==> config.mk <==
export PLATFORM = sky130hd
export DESIGN_NAME = fms_special_resolver
export DESIGN_NICKNAME = d
export VERILOG_FILES = /design/src/rtl/fms_pkg.sv /design/src/rtl/fms_classify.sv /design/src/rtl/fms_nan_pick.sv /design/src/rtl/fms_special_resolver.sv
export SDC_FILE = /design/constraint.sdc
export NUM_CORES = 1
export LEC_CHECK = 0
export ABC_AREA = 1
export CAP_MARGIN = 20
export CORE_AREA = 2 2 79 81
export DETAILED_ROUTE_END_ITERATION = 10
export DIE_AREA = 0 0 81 83
export DONT_BUFFER_PORTS = 1
export PLACE_DENSITY = 0.57
export SETUP_SLACK_MARGIN = 0.1
export SYNTH_ARGS = -nofsm -noshare
export SYNTH_HDL_FRONTEND = slang
export SYNTH_SLANG_ARGS = --single-unit
==> constraint.sdc <==
create_clock -name clk -period 0.8 [get_ports clk]
set_clock_uncertainty 0.05 [all_clocks]
set_input_delay 0.12 -clock clk [delete_from_list [all_inputs] [get_ports clk]]
set_output_delay 0.12 -clock clk [all_outputs]
set_load 0.005 [all_outputs]
==> src/rtl/fms_pkg.sv <==
package fms_pkg;

    typedef enum logic [2:0] {
        CL_ZERO,
        CL_DNORM,
        CL_NORM,
        CL_INF,
        CL_QNAN,
        CL_SNAN
    } opclass_e;

    localparam int DEF_EXP_W  = 8;
    localparam int DEF_FRAC_W = 23;
    localparam int NUM_OPS    = 3;

    localparam int IDX_ADDEND = 0;
    localparam int IDX_MUL_A  = 1;
    localparam int IDX_MUL_B  = 2;

endpackage

==> src/rtl/fms_classify.sv <==
module fms_classify
    import fms_pkg::*;
#(
    parameter int EXP_W  = DEF_EXP_W,
    parameter int FRAC_W = DEF_FRAC_W
) (
    input  logic [EXP_W+FRAC_W:0] op_i,
    output opclass_e              cls_o,
    output logic                  sign_o,
    output logic [EXP_W+FRAC_W:0] quiet_o
);
    localparam int WORD_W = EXP_W + FRAC_W + 1;
    localparam logic [WORD_W-1:0] QUIET_BIT =
        {{(EXP_W+1){1'b0}}, 1'b1, {(FRAC_W-1){1'b0}}};

    logic [EXP_W-1:0]  exp_fld;
    logic [FRAC_W-1:0] frac_fld;

    assign exp_fld  = op_i[WORD_W-2 -: EXP_W];
    assign frac_fld = op_i[FRAC_W-1:0];
    assign sign_o   = op_i[WORD_W-1];
    assign quiet_o  = op_i | QUIET_BIT;

    // class decode from exponent and fraction fields
    always_comb begin
        if (&exp_fld) begin
            if (frac_fld == '0)
                cls_o = CL_INF;
            else if (frac_fld[FRAC_W-1])
                cls_o = CL_QNAN;
            else
                cls_o = CL_SNAN;
        end else if (exp_fld == '0) begin
            cls_o = (frac_fld == '0) ? CL_ZERO : CL_DNORM;
        end else begin
            cls_o = CL_NORM;
        end
    end

endmodule

==> src/rtl/fms_nan_pick.sv <==
module fms_nan_pick
    import fms_pkg::*;
#(
    parameter int WORD_W = DEF_EXP_W + DEF_FRAC_W + 1
) (
    input  opclass_e          cls_a_i,
    input  opclass_e          cls_b_i,
    input  logic [WORD_W-1:0] raw_a_i,
    input  logic [WORD_W-1:0] raw_b_i,
    input  logic [WORD_W-1:0] quiet_a_i,
    input  logic [WORD_W-1:0] quiet_b_i,
    output logic              hit_o,
    output logic              invalid_o,
    output logic [WORD_W-1:0] value_o
);
    // Fixed multiplicand ladder: sNaN a, sNaN b, qNaN a, qNaN b
    always_comb begin
        hit_o     = 1'b1;
        invalid_o = 1'b0;
        value_o   = '0;
        if (cls_a_i == CL_SNAN) begin
            invalid_o = 1'b1;
            value_o   = quiet_a_i;
        end else if (cls_b_i == CL_SNAN) begin
            invalid_o = 1'b1;
            value_o   = quiet_b_i;
        end else if (cls_a_i == CL_QNAN) begin
            value_o   = raw_a_i;
        end else if (cls_b_i == CL_QNAN) begin
            value_o   = raw_b_i;
        end else begin
            hit_o     = 1'b0;
        end
    end

endmodule

==> src/rtl/fms_special_resolver.sv <==
module fms_special_resolver
    import fms_pkg::*;
#(
    parameter int EXP_W  = DEF_EXP_W,
    parameter int FRAC_W = DEF_FRAC_W
) (
    input  logic                     clk,
    input  logic                     rst_n,
    input  logic [EXP_W+FRAC_W:0]    addend_i,
    input  logic [EXP_W+FRAC_W:0]    mul_a_i,
    input  logic [EXP_W+FRAC_W:0]    mul_b_i,
    output logic                     bypass_o,
    output logic [EXP_W+FRAC_W:0]    result_o,
    output logic                     invalid_o,
    output logic                     compute_o
);
    localparam int WORD_W = EXP_W + FRAC_W + 1;
    localparam logic [WORD_W-1:0] DEFAULT_NAN =
        {1'b0, {EXP_W{1'b1}}, 1'b1, {(FRAC_W-1){1'b0}}};
    localparam logic [WORD_W-1:0] INF_MAG =
        {1'b0, {EXP_W{1'b1}}, {FRAC_W{1'b0}}};

    typedef struct packed {
        logic              bypass;
        logic              invalid;
        logic              compute;
        logic [WORD_W-1:0] result;
    } decision_t;

    logic [WORD_W-1:0] raw_ops   [NUM_OPS];
    logic [WORD_W-1:0] quiet_ops [NUM_OPS];
    opclass_e          cls_ops   [NUM_OPS];
    logic              sgn_ops   [NUM_OPS];

    assign raw_ops[IDX_ADDEND] = addend_i;
    assign raw_ops[IDX_MUL_A]  = mul_a_i;
    assign raw_ops[IDX_MUL_B]  = mul_b_i;

    for (genvar gi = 0; gi < NUM_OPS; gi++) begin : g_cls
        fms_classify #(
            .EXP_W  (EXP_W),
            .FRAC_W (FRAC_W)
        ) u_cls (
            .op_i    (raw_ops[gi]),
            .cls_o   (cls_ops[gi]),
            .sign_o  (sgn_ops[gi]),
            .quiet_o (quiet_ops[gi])
        );
    end

    logic              nan_hit;
    logic              nan_inv;
    logic [WORD_W-1:0] nan_val;

    fms_nan_pick #(
        .WORD_W (WORD_W)
    ) u_nan (
        .cls_a_i   (cls_ops[IDX_MUL_A]),
        .cls_b_i   (cls_ops[IDX_MUL_B]),
        .raw_a_i   (raw_ops[IDX_MUL_A]),
        .raw_b_i   (raw_ops[IDX_MUL_B]),
        .quiet_a_i (quiet_ops[IDX_MUL_A]),
        .quiet_b_i (quiet_ops[IDX_MUL_B]),
        .hit_o     (nan_hit),
        .invalid_o (nan_inv),
        .value_o   (nan_val)
    );

    decision_t dec_d, dec_q;

    logic add_qnan, add_inf, prod_sign;
    logic inf_times_zero, prod_inf, prod_zero;

    always_comb begin
        add_qnan  = (cls_ops[IDX_ADDEND] == CL_QNAN);
        add_inf   = (cls_ops[IDX_ADDEND] == CL_INF);
        // product is subtracted, so its effective sign is inverted
        prod_sign = ~(sgn_ops[IDX_MUL_A] ^ sgn_ops[IDX_MUL_B]);
        inf_times_zero =
            (cls_ops[IDX_MUL_A] == CL_INF  && cls_ops[IDX_MUL_B] == CL_ZERO) ||
            (cls_ops[IDX_MUL_A] == CL_ZERO && cls_ops[IDX_MUL_B] == CL_INF);
        prod_inf  = (cls_ops[IDX_MUL_A] == CL_INF) || (cls_ops[IDX_MUL_B] == CL_INF);
        prod_zero = (cls_ops[IDX_MUL_A] == CL_ZERO) || (cls_ops[IDX_MUL_B] == CL_ZERO);

        dec_d        = '0;
        dec_d.bypass = 1'b1;

        if (cls_ops[IDX_ADDEND] == CL_SNAN) begin
            dec_d.invalid = 1'b1;
            dec_d.result  = quiet_ops[IDX_ADDEND];
        end else if (nan_hit) begin
            dec_d.invalid = nan_inv;
            dec_d.result  = nan_val;
        end else if (inf_times_zero) begin
            if (add_qnan) begin
                dec_d.result  = addend_i;
            end else begin
                dec_d.invalid = 1'b1;
                dec_d.result  = DEFAULT_NAN;
            end
        end else if (prod_inf) begin
            if (add_qnan) begin
                dec_d.result  = addend_i;
            end else if (add_inf && (sgn_ops[IDX_ADDEND] != prod_sign)) begin
                dec_d.invalid = 1'b1;
                dec_d.result  = DEFAULT_NAN;
            end else begin
                dec_d.result  = INF_MAG | {prod_sign, {(WORD_W-1){1'b0}}};
            end
        end else if (prod_zero) begin
            dec_d.result = addend_i;
        end else if (add_qnan || add_inf) begin
            dec_d.result = addend_i;
        end else begin
            dec_d.bypass  = 1'b0;
            dec_d.compute = 1'b1;
        end
    end

    always_ff @(posedge clk or negedge rst_n) begin
        if (!rst_n)
            dec_q <= '0;
        else
            dec_q <= dec_d;
    end

    assign bypass_o  = dec_q.bypass;
    assign invalid_o = dec_q.invalid;
    assign compute_o = dec_q.compute;
    assign result_o  = dec_q.result;

endmodule

==> insert_results.sql, run 1 <==
INSERT INTO impl_metrics (metric_group, metric, value, unit) VALUES
('outcome', 'run_status', 'finished with violations', ''),
('outcome', 'failed_checks', 'negative hold slack, negative setup slack', ''),
('drt', 'routed_via_density', '5.225', ''),
('synth', 'synth.most_common_cell', 'sky130_fd_sc_hd__nor2_1', ''),
('drt', 'totalWireLength', '8.450', 'mm'),
('synth', 'async_flop_share', '100.0', '%'),
('grt', 'first_global_vias', '2794', ''),
('drt', 'drt_pass1_iterations', '4', ''),
('synth', 'ys_seq_area_share', '34.45', '%'),
('clock_network', 'clkTransAtPathRegs', '70', 'ps'),
('grt', 'antenna_found_initial', '0', ''),
('synth', 'post_synth_instance_area', '2542', 'µm²'),
('clock_network', 'clock_tree.root_cell', 'sky130_fd_sc_hd__clkbuf_8', ''),
('critical_path', 'critPathCaptureType', 'flop', ''),
('drt', 'detail_route.drc_violations', '0', ''),
('placed_design', 'place_hpwl', '6.378', 'mm'),
('power', 'total_power_of_the_final_layout', '3475', 'µW'),
('floorplan', 'num_rows', '28', ''),
('grt', 'globalRouteOverflowTotal', '0', ''),
('clock_network', 'cts_inserted_buffers', '5', ''),
('clock_network', 'max-clock-path-buffers', '2', ''),
('clock_network', 'tritoncts', 'done', ''),
('sta', 'worst-slew-pin-transition', '305.7', 'ps'),
('critical_path', 'crit_fanout', '6', ''),
('synth', 'ys_seq_elements', '35', ''),
('sta', 'layout_min_cycle_time', '1395', 'ps'),
('clock_network', 'cts.sinks', '35', ''),
('drt', 'drt_iter0_drc', '132', ''),
('power', 'peak_ir_drop_on_the_vdd_network', '0.0009613', 'V'),
('sta', 'post-route-period-util', '174.3', '%'),
('synth', 'synth.distinct_cells', '28', ''),
('synth', 'proportion_of_netlist_area_held_by_the_largest_area_contributor', '34.45', '%'),
('layout', 'drive_gt1_share', '39.46', '%'),
('synth', 'post_synth.cell_area_avg', '6.691', 'µm²'),
('layout', 'area_growth_syn_to_layout', '48.77', '%'),
('critical_path', 'startpoint_type', 'input port', ''),
('synth', 'synth.area.top_cells', 'sky130_fd_sc_hd__dfrtp_1 34%, sky130_fd_sc_hd__nor2_1 14%, sky130_fd_sc_hd__nand2_1 14%', ''),
('layout', 'stdcell_area', '3782', 'µm²'),
('drt', 'final_antenna_net_count', '0', ''),
('synth', 'synth_nets', '478', ''),
('synth', 'number_of_enable_type_register_cells_in_the_synthesized_netlist', '0', ''),
('sta', 'clock.fmax', '717.1', 'MHz'),
('layout', 'antenna_cells', '0', ''),
('floorplan', 'initial_utilization', '43.72', '%'),
('floorplan', 'chipWidth', '81', 'µm'),
('drt', 'wire_per_inst', '16.22', 'µm'),
('min_path', 'timing.hold.worst.class', 'input port to async pin', ''),
('clock_network', 'cts.hold.buffers_added', '12', ''),
('synth', 'synth_cells', '380', ''),
('flow_run', 'max-cap-violations', '0', ''),
('critical_path', 'timing.critical_path.required', '920', 'ps'),
('layout', 'layout.nets', '544', ''),
('sta', 'grt_setup_unrepaired', 'yes', ''),
('power', 'reported_leakage_power', '0.001745', 'µW'),
('grt', 'grt_start_max_net_pins', '36', ''),
('grt', 'grt_pass1_wl', '13.34', 'mm'),
('synth', 'cell_types_with_the_highest_counts_after_synthesis', '97 x sky130_fd_sc_hd__nor2_1, 94 x sky130_fd_sc_hd__nand2_1, 35 x sky130_fd_sc_hd__dfrtp_1, 35 x sky130_fd_sc_hd__inv_1, 16 x sky130_fd_sc_hd__a21oi_1', ''),
('sta', 'max_slew_headroom', '79.54', '%'),
('critical_path', 'critPathArrivalTime', '1510', 'ps'),
('synth', 'ys_dominant_reg_cell', 'sky130_fd_sc_hd__dfrtp_1', ''),
('sta', 'crit_path_setup_slack_layout', '-594.5', 'ps'),
('clock_network', 'h-tree-depth', '2', ''),
('placed_design', 'postPlaceCellArea', '3037', 'µm²'),
('placed_design', 'numPortBuffers', '0', ''),
('floorplan', 'die_extent_in_y', '83', 'µm'),
('sta', 'finalMaxSlewViolations', '0', ''),
('synth', 'netlist.top_cell.by_area', 'sky130_fd_sc_hd__dfrtp_1', ''),
('critical_path', 'setup.worst_path.class', 'input port to flop', ''),
('power', 'power.density', '918.8', 'nW/µm²'),
('sta', 'hold_ws', '-531.3', 'ps'),
('floorplan', 'die-area', '6723', 'µm²'),
('floorplan', 'floorplan.core_area', '5816', 'µm²'),
('critical_path', 'startpoint', 'mul_b_i[2]', ''),
('placed_design', 'gp_congestion', '0.8963', ''),
('grt', 'grtUsageTotal', '25.17', '%'),
('floorplan', 'io-pin-count', '133', ''),
('drt', 'via_count', '2722', ''),
('synth', 'yosys_warnings', '0', ''),
('sta', 'setup_violations', '70', ''),
('sta', 'final-hold-violation-count', '53', '');
==> what timing repair did <==
item | 4_1_cts | 5_1_grt
endpoints found under the setup margin | 70 | 70
hold endpoints to repair | 66 | 54
gates resized for setup | 49 | 62
pin swaps | 14 | 25
buffers inserted | 13 | 4
cloned | 2 | 1
==> cell families (layout without fill, tap and decap cells) <==
kind of cell / after synthesis / count (layout) / synth area share (%)
AOI/OAI and AO/OA: 61 / 61 / 15.85
xor gates and xnor gates: 2 / 2 / 0.6891
DFF: 35 / 35 / 34.45
buffers and inverters: 47 / 113 / 8.366
and+or+nand+nor: 235 / 235 / 40.65
==> metal layers <==
| metal | up-vias | GRT usage [%] | routed length (µm) |
|---|---|---|---|
| met5 | - | 0 | 0 |
| met4 | 0 | 7.088 | 79 |
| met3 | 8 | 8.261 | 907 |
| met2 | 126 | 39.89 | 4135 |
| met1 | 1244 | 32.43 | 3328 |
| li1 | 1344 | - | - |
==> path summary, 6_finish.rpt <==
path / to / depth (start not counted)
min in group clk: result_o[15]$_DFF_PN0_ / 2
setup / recovery: result_o[7]$_DFF_PN0_ / 13
max in group asynchronous: compute_o$_DFF_PN0_ / 0
hold / removal: result_o[10]$_DFF_PN0_ / 0
==> worst max-delay path, cell delays in order <==
cell	delay [ps]
sky130_fd_sc_hd__nor2_2	120
sky130_fd_sc_hd__nand2_2	80
sky130_fd_sc_hd__nor2_4	140
sky130_fd_sc_hd__nand3_4	100
sky130_fd_sc_hd__nand2_2	80
sky130_fd_sc_hd__nand2_2	60
sky130_fd_sc_hd__nand2_4	110
sky130_fd_sc_hd__nand2_8	80
sky130_fd_sc_hd__nand2_8	120
sky130_fd_sc_hd__buf_6	160
sky130_fd_sc_hd__clkinv_8	70
sky130_fd_sc_hd__o21ai_1	200
sky130_fd_sc_hd__nor2_1	70
==> placed cells by master (no fill, tap or decap), types with 2 or more instances in the layout <==
cell and count:
sky130_fd_sc_hd__nand3_1 10, sky130_fd_sc_hd__nor2_2 18, sky130_fd_sc_hd__nand2_8 2, sky130_fd_sc_hd__nor3_4 2, sky130_fd_sc_hd__nand3_4 2, sky130_fd_sc_hd__dfrtp_1 35, sky130_fd_sc_hd__o21ai_1 7, sky130_fd_sc_hd__o21ai_0 6
sky130_fd_sc_hd__buf_6 7, sky130_fd_sc_hd__o21ai_2 15, sky130_fd_sc_hd__dlygate4sd3_1 12, sky130_fd_sc_hd__buf_4 37, sky130_fd_sc_hd__clkinv_8 3, sky130_fd_sc_hd__o211ai_1 12, sky130_fd_sc_hd__nand4_1 10, sky130_fd_sc_hd__nand2_2 19
sky130_fd_sc_hd__a21oi_2 11, sky130_fd_sc_hd__o21ai_4 3, sky130_fd_sc_hd__xor2_1 2, sky130_fd_sc_hd__buf_12 8, sky130_fd_sc_hd__nor2_4 26, sky130_fd_sc_hd__nand2_1 78, sky130_fd_sc_hd__inv_4 2, sky130_fd_sc_hd__nand2_4 3
sky130_fd_sc_hd__inv_1 30, sky130_fd_sc_hd__clkbuf_8 6, sky130_fd_sc_hd__nand3_2 3, sky130_fd_sc_hd__nor2_1 61, sky130_fd_sc_hd__inv_2 4, sky130_fd_sc_hd__a21oi_1 5
==> layout make-up <==
| class | instances | area, µm² |
|---|---|---|
| flip-flops and latches | 35 | 875.8 |
| well taps | 75 | 93.84 |
| repair inverters | 3 | 43.79 |
| multi-input cells | 298 | 1838 |
| repair buffers | 64 | 636.9 |
| clock inverters | 1 | 5.005 |
| clock buffers | 6 | 82.58 |
| inverters | 39 | 206.4 |
| fillers | 516 | 2033 |
==> where the power goes <==
group          total, µW  internal [µW]  switching [µW]  leakage, µW
logic                394            208             186      0.00121
registers           1790           1780            6.22     0.000483
clock network       1290            675             618    0.0000470
==> flip-flops by register name (all words and copies together), names as in the netlist <==
register   flops
compute_o      1
result_o      32
invalid_o      1
bypass_o       1
==> metrics by stage <==
stage	worst slack [ps]	hold slack, ps	std cells	TNS, ps	util, %
after floorplan	-651.4	-225.6	380	-20880	-
after global placement	-813.4	-224.9	485	-26630	52.22
after detailed placement	-870.7	-224.8	485	-27890	52.22
after CTS	-474.0	-527.8	518	-16630	60.50
after global routing	-691.0	-542.0	521	-22280	65.04
final	-594.5	-531.3	521	-17990	65.04
(Power assumes the default switching activity.)
==> run 2: changes to the inputs <==
CORE_AREA = 2 2 114 116   (was 2 2 79 81)
DIE_AREA = 0 0 116 118   (was 0 0 81 83)
SYNTH_HIERARCHICAL = 1   (was default)
==> insert_results.sql, run 2 <==
INSERT INTO impl_metrics (metric_group, metric, value, unit) VALUES
('drt', 'wire_per_inst', '14.01', 'µm'),
('sta', 'setup_violations', '70', ''),
('grt', 'grt_pass1_wl', '25.77', 'mm'),
('synth', 'ys_dominant_reg_cell', 'sky130_fd_sc_hd__dfrtp_1', ''),
('placed_design', 'gp_congestion', '0.8681', ''),
('sta', 'layout_min_cycle_time', '1710', 'ps'),
('power', 'power.density', '684.7', 'nW/µm²'),
('layout', 'most_common_cell_after_layout_fill_and_taps_aside', 'sky130_fd_sc_hd__nand2_1', ''),
('grt', 'grt_start_max_net_pins', '39', ''),
('synth', 'post_synth_instance_area', '5446', 'µm²'),
('sta', 'grt_setup_unrepaired', 'yes', ''),
('power', 'peak_ir_drop_on_the_vdd_network', '0.0006898', 'V'),
('layout', 'seq_area', '875.8', 'µm²'),
('layout', 'largest_register_ffs', '32', ''),
('synth', 'yosys_warnings', '6', ''),
('clock_network', 'h-tree-depth', '2', ''),
('sta', 'final-hold-violation-count', '47', ''),
('placed_design', 'dp.cells', '1063', ''),
('synth', 'synth.area.top_cells', 'sky130_fd_sc_hd__nand2_1 17%, sky130_fd_sc_hd__dfrtp_1 16%, sky130_fd_sc_hd__buf_4 14%', ''),
('grt', 'antenna_found_initial', '0', ''),
('placed_design', 'place_hpwl', '11.84', 'mm'),
('min_path', 'timing.hold.worst.class', 'input port to async pin', ''),
('critical_path', 'startpoint_type', 'input port', ''),
('synth', 'synth.distinct_cells', '34', ''),
('sta', 'clock.fmax', '585.0', 'MHz'),
('synth', 'number_of_enable_type_register_cells_in_the_synthesized_netlist', '0', ''),
('critical_path', 'critPathCaptureType', 'flop', ''),
('placed_design', 'numPortBuffers', '0', ''),
('critical_path', 'timing.critical_path.required', '960', 'ps'),
('sta', 'crit_path_setup_slack_layout', '-909.5', 'ps'),
('floorplan', 'num_rows', '41', ''),
('sta', 'post-route-period-util', '213.7', '%'),
('floorplan', 'die_extent_in_y', '118', 'µm'),
('drt', 'drt_iter0_drc', '183', ''),
('floorplan', 'io-pin-count', '133', ''),
('placed_design', 'pre_cts_slack', '-1224', 'ps'),
('critical_path', 'setup.worst_path.class', 'input port to flop', ''),
('synth', 'synth_nets', '1067', ''),
('layout', 'finalNonFillerCells', '1106', ''),
('outcome', 'run_status', 'finished with violations', ''),
('layout', 'layout.nets', '1031', ''),
('clock_network', 'clkTransAtPathRegs', '50', 'ps'),
('critical_path', 'crit_fanout', '7', ''),
('synth', 'ys_seq_elements', '35', ''),
('outcome', 'failed_checks', 'negative hold slack, negative setup slack', ''),
('synth', 'cell_types_with_the_highest_counts_after_synthesis', '249 x sky130_fd_sc_hd__nand2_1, 169 x sky130_fd_sc_hd__inv_1, 122 x sky130_fd_sc_hd__nor2_1, 104 x sky130_fd_sc_hd__buf_4, 69 x sky130_fd_sc_hd__nand3_1', ''),
('synth', 'netlist.top_cell.by_area', 'sky130_fd_sc_hd__nand2_1', ''),
('sta', 'finalMaxSlewViolations', '0', ''),
('layout', 'antenna_cells', '0', ''),
('synth', 'proportion_of_netlist_area_held_by_the_largest_area_contributor', '17.16', '%'),
('synth', 'async_flop_share', '100.0', '%'),
('clock_network', 'cts.sinks', '35', ''),
('grt', 'grtUsageTotal', '23.21', '%'),
('critical_path', 'critPathArrivalTime', '1870', 'ps'),
('placed_design', 'postPlaceCellArea', '5446', 'µm²'),
('layout', 'area_growth_syn_to_layout', '16.36', '%'),
('synth', 'post_synth.cell_area_avg', '5.621', 'µm²'),
('clock_network', 'tritoncts', 'done', ''),
('floorplan', 'die-area', '13690', 'µm²'),
('drt', 'totalWireLength', '15.49', 'mm'),
('layout', 'stdcell_area', '6337', 'µm²'),
('drt', 'detail_route.drc_violations', '0', ''),
('power', 'reported_leakage_power', '0.003302', 'µW'),
('drt', 'routed_via_density', '4.702', ''),
('floorplan', 'initial_utilization', '43.87', '%'),
('drt', 'drt_pass1_iterations', '4', ''),
('drt', 'final_antenna_net_count', '0', ''),
('clock_network', 'clock_tree.root_cell', 'sky130_fd_sc_hd__clkbuf_16', ''),
('layout', 'multi_input_area', '3334', 'µm²'),
('clock_network', 'cts.hold.buffers_added', '18', ''),
('layout', 'drive_gt1_share', '25.37', '%'),
('floorplan', 'chipWidth', '116', 'µm'),
('layout', 'fill_cells', '1316', ''),
('grt', 'first_global_vias', '5064', ''),
('sta', 'timing.setup.tns', '-30870', 'ps'),
('synth', 'ys_seq_area_share', '16.08', '%'),
('clock_network', 'max-clock-path-buffers', '2', ''),
('synth', 'synth_cells', '969', ''),
('drt', 'via_count', '5200', ''),
('flow_run', 'max-cap-violations', '0', ''),
('synth', 'synth.most_common_cell', 'sky130_fd_sc_hd__nand2_1', ''),
('grt', 'globalRouteOverflowTotal', '0', ''),
('sta', 'hold_ws', '-517.8', 'ps'),
('floorplan', 'floorplan.core_area', '12410', 'µm²'),
('layout', 'layout.cells.most_common_list', '221 x sky130_fd_sc_hd__nand2_1, 164 x sky130_fd_sc_hd__inv_1, 97 x sky130_fd_sc_hd__nor2_1', ''),
('clock_network', 'cts_inserted_buffers', '5', '');
-- run 2: cell types whose count changed in the layout (fill, tap and decap cells not counted), moves of 18 or more --
cell and change:
sky130_fd_sc_hd__nor2_1 +36, sky130_fd_sc_hd__nand3_1 +54, sky130_fd_sc_hd__nand3b_1 +18, sky130_fd_sc_hd__inv_1 +134
sky130_fd_sc_hd__o21ai_1 +30, sky130_fd_sc_hd__nand2_1 +143, sky130_fd_sc_hd__a21oi_2 +29
-- run 2: logic make-up (layout without fill, tap and decap cells) --
group,Yosys count,in the layout,synth area share [%]
other,3,3,0.2067
buffers and inverters,319,284,31.45
AND/OR/NAND/NOR,502,502,41.19
flip-flops,35,35,16.08
AO/OA/AOI/OAI,110,110,11.07
-- run 2: worst max-delay path, stage by stage --
cell                       delay (ps)
sky130_fd_sc_hd__nand4_1          200
sky130_fd_sc_hd__nor2_2           210
sky130_fd_sc_hd__nand4_1          120
sky130_fd_sc_hd__nand2_2          110
sky130_fd_sc_hd__inv_2             60
sky130_fd_sc_hd__nand3_4          130
sky130_fd_sc_hd__and2_4           170
sky130_fd_sc_hd__nand3_4          140
sky130_fd_sc_hd__inv_8            130
sky130_fd_sc_hd__buf_6            130
sky130_fd_sc_hd__nand2_1           50
sky130_fd_sc_hd__nand3b_1         160
sky130_fd_sc_hd__a21oi_2          130
-- run 2: what timing repair did --
action	in CTS	in global routing
setup endpoints to repair	70	70
pin swaps	21	12
endpoints found under the hold margin	65	47
buffers inserted	11	2
gates cloned	3	1
gates resized for setup	80	24
-- run 2: layout make-up --
| type | instances | area share [%] |
|---|---|---|
| multi-input cells | 615 | 52.62 |
| repair buffers | 101 | 17.18 |
| flip-flops and latches | 35 | 13.82 |
| inverters | 174 | 10.42 |
| well taps | 172 | 3.396 |
| clock buffers | 8 | 2.468 |
| repair inverters | 1 | 0.09872 |
-- run 2: how the worst max path moves through the flow --
stage | cells past startpoint | slack (ps) | to | startpoint
2_1_floorplan | 16 | -970 | result_o[5]$_DFF_PN0_ | mul_b_i[22]
4_1_cts | 17 | -850 | result_o[3]$_DFF_PN0_ | mul_a_i[5]
5_1_grt | 13 | -1050 | result_o[0]$_DFF_PN0_ | mul_b_i[29]
3_3_place_gp | 16 | -1210 | result_o[11]$_DFF_PN0_ | mul_a_i[21]
6_report | 13 | -910 | result_o[9]$_DFF_PN0_ | mul_b_i[29]
3_5_place_dp | 13 | -1220 | result_o[9]$_DFF_PN0_ | mul_b_i[29]
-- run 2: per-stage QoR --
stage | power, µW | util [%]
4_1_cts | 4396 | 50.13
3_3_place_gp | 2203 | 43.87
2_1_floorplan | 2487 | -
6_report | 4339 | 51.05
3_5_place_dp | 2211 | 43.87
5_1_grt | 4551 | 51.05
-- run 2: report_power, final --
part	internal (µW)	switching, µW	leakage, µW	total [µW]
Clock	1320	711	0.0000772	2040
Sequential	1800	12.8	0.000482	1810
Combinational	270	223	0.00274	494
Total	3390	947	0.00330	4340
-- run 2: metal layers --
layer	wire length, µm	track usage (%)
met4	246	5.729
met3	979	4.634
met2	7359	39.04
met1	6910	30.20
met5	0	0
==> run 3: changes to the inputs <==
CORE_AREA = 2 2 102 129   (was 2 2 114 116)
DIE_AREA = 0 0 104 131   (was 0 0 116 118)
==> insert_results.sql, run 3 (synthesis gave the netlist of run 2 again) <==
INSERT INTO impl_metrics (metric_group, metric, value, unit) VALUES
('sta', 'clock.fmax', '569.0', 'MHz'),
('grt', 'first_global_vias', '4703', ''),
('floorplan', 'num_rows', '46', ''),
('critical_path', 'critPathArrivalTime', '1920', 'ps'),
('placed_design', 'postPlaceCellArea', '5446', 'µm²'),
('power', 'peak_ir_drop_on_the_vdd_network', '0.0008528', 'V'),
('grt', 'grtUsageTotal', '21.97', '%'),
('min_path', 'timing.hold.worst.class', 'input port to async pin', ''),
('clock_network', 'max-clock-path-buffers', '2', ''),
('power', 'power.density', '677.9', 'nW/µm²'),
('layout', 'seq_area', '875.8', 'µm²'),
('drt', 'totalWireLength', '15.52', 'mm'),
('sta', 'final-hold-violation-count', '46', ''),
('sta', 'hold_ws', '-524.2', 'ps'),
('outcome', 'run_status', 'finished with violations', ''),
('grt', 'antenna_found_initial', '0', ''),
('flow_run', 'max-cap-violations', '0', ''),
('drt', 'detail_route.drc_violations', '0', ''),
('sta', 'layout_min_cycle_time', '1757', 'ps'),
('floorplan', 'initial_utilization', '43.81', '%'),
('sta', 'timing.setup.tns', '-32640', 'ps'),
('outcome', 'failed_checks', 'negative hold slack, negative setup slack', ''),
('clock_network', 'clkTransAtPathRegs', '60', 'ps'),
('critical_path', 'critPathCaptureType', 'flop', ''),
('clock_network', 'clock_tree.root_cell', 'sky130_fd_sc_hd__clkbuf_16', ''),
('grt', 'grt_start_max_net_pins', '36', ''),
('drt', 'wire_per_inst', '14.22', 'µm'),
('layout', 'most_common_cell_after_layout_fill_and_taps_aside', 'sky130_fd_sc_hd__nand2_1', ''),
('sta', 'post-route-period-util', '219.7', '%'),
('drt', 'drt_iter0_drc', '213', ''),
('placed_design', 'place_hpwl', '11.79', 'mm'),
('sta', 'crit_path_setup_slack_layout', '-957.4', 'ps'),
('sta', 'grt_setup_unrepaired', 'yes', ''),
('placed_design', 'gp_congestion', '0.8840', ''),
('layout', 'layout.nets', '1021', ''),
('floorplan', 'die-area', '13620', 'µm²'),
('grt', 'globalRouteOverflowTotal', '0', ''),
('power', 'reported_leakage_power', '0.003262', 'µW'),
('power', 'total_power_of_the_final_layout', '4204', 'µW'),
('layout', 'stdcell_area', '6201', 'µm²'),
('drt', 'via_count', '5148', ''),
('layout', 'drive_gt1_share', '22.64', '%'),
('floorplan', 'io-pin-count', '133', ''),
('grt', 'grt_pass1_wl', '24.09', 'mm'),
('drt', 'routed_via_density', '4.719', ''),
('critical_path', 'startpoint_type', 'input port', ''),
('clock_network', 'cts.hold.buffers_added', '22', ''),
('critical_path', 'setup.worst_path.class', 'input port to flop', ''),
('layout', 'antenna_cells', '0', ''),
('critical_path', 'timing.critical_path.required', '960', 'ps'),
('floorplan', 'chipWidth', '104', 'µm'),
('drt', 'drt_pass1_iterations', '4', ''),
('clock_network', 'cts_inserted_buffers', '5', ''),
('layout', 'multi_input_area', '3269', 'µm²'),
('layout', 'largest_register_ffs', '32', ''),
('sta', 'setup_violations', '70', ''),
('placed_design', 'numPortBuffers', '0', ''),
('clock_network', 'tritoncts', 'done', ''),
('layout', 'area_growth_syn_to_layout', '13.85', '%'),
('clock_network', 'h-tree-depth', '2', ''),
('layout', 'final_core_util', '49.88', '%'),
('critical_path', 'crit_fanout', '8', ''),
('sta', 'finalMaxSlewViolations', '0', ''),
('drt', 'final_antenna_net_count', '0', ''),
('layout', 'fill_cells', '1375', ''),
('floorplan', 'die_extent_in_y', '131', 'µm'),
('clock_network', 'cts.sinks', '35', ''),
('layout', 'layout.cells.most_common_list', '227 x sky130_fd_sc_hd__nand2_1, 165 x sky130_fd_sc_hd__inv_1, 97 x sky130_fd_sc_hd__nor2_1', ''),
('floorplan', 'floorplan.core_area', '12430', 'µm²');
[run 3: cell count changes in the layout (fill, tap and decap cells not counted), sizes merged]
cell / delta
clkbuf: -1
clkinv: +2
dlygate4sd3: +4
inv: -1
buf: -15
[run 3: where the power goes]
group | internal, µW | leakage [µW] | switching (µW)
combinational | 266 | 0.00271 | 213
clock | 1210 | 0.0000727 | 702
sequential | 1800 | 0.000482 | 12.3
[run 3: path summary, 6_finish.rpt]
check / endpoint / from / slack (ps)
worst max-delay path: result_o[14]$_DFF_PN0_ / mul_a_i[29] / -960
worst min-delay path: result_o[4]$_DFF_PN0_ / rst_n / -520
max in group asynchronous: result_o[31]$_DFF_PN0_ / rst_n / 1130
min in group clk: result_o[4]$_DFF_PN0_ / addend_i[4] / -60
[run 3: final cells by class]
cell class	count	area share, %
multi-input cells	615	52.72
repair buffers	91	16.65
flip-flops and latches	35	14.12
inverters	174	10.65
well taps	168	3.390
clock buffers	6	2.240
repair inverters	1	0.1412
clock inverters	1	0.08071
[run 3: critical path, cell delays in order]
cell and delay [ps]:
sky130_fd_sc_hd__nand4_1 210, sky130_fd_sc_hd__nor2_2 210, sky130_fd_sc_hd__nand4_1 110, sky130_fd_sc_hd__nand2_2 120, sky130_fd_sc_hd__nand3b_4 210, sky130_fd_sc_hd__and2_4 180
sky130_fd_sc_hd__nand3_4 140, sky130_fd_sc_hd__inv_6 130, sky130_fd_sc_hd__buf_12 120, sky130_fd_sc_hd__nand2_1 40, sky130_fd_sc_hd__nand3b_1 160, sky130_fd_sc_hd__a21oi_2 150
[run 3: per-layer routing]
metal | GRT usage (%) | share of wire (%)
met2 | 37.65 | 48
met3 | 5.556 | 6.3
met1 | 27.14 | 43
met4 | 7.313 | 2.2
met5 | 0 | 0
[run 3: through the flow]
stage                     hold WS, ps  std cells  worst slack [ps]
final                          -524.2       1091            -957.4
after detailed placement       -224.3       1053             -1282
after global placement         -224.5       1053             -1294
after floorplan                -225.6        969            -974.8
after global routing           -530.0       1091             -1059
after CTS                      -528.4       1085            -935.4
[run 3: timing repair]
item / 4_1_cts / 5_1_grt
cloned: 0 / 3
pin swaps: 6 / 22
buffers inserted: 3 / 3
gates resized for setup: 9 / 76
endpoints found under the hold margin: 66 / 46
endpoints found under the setup margin: 70 / 70
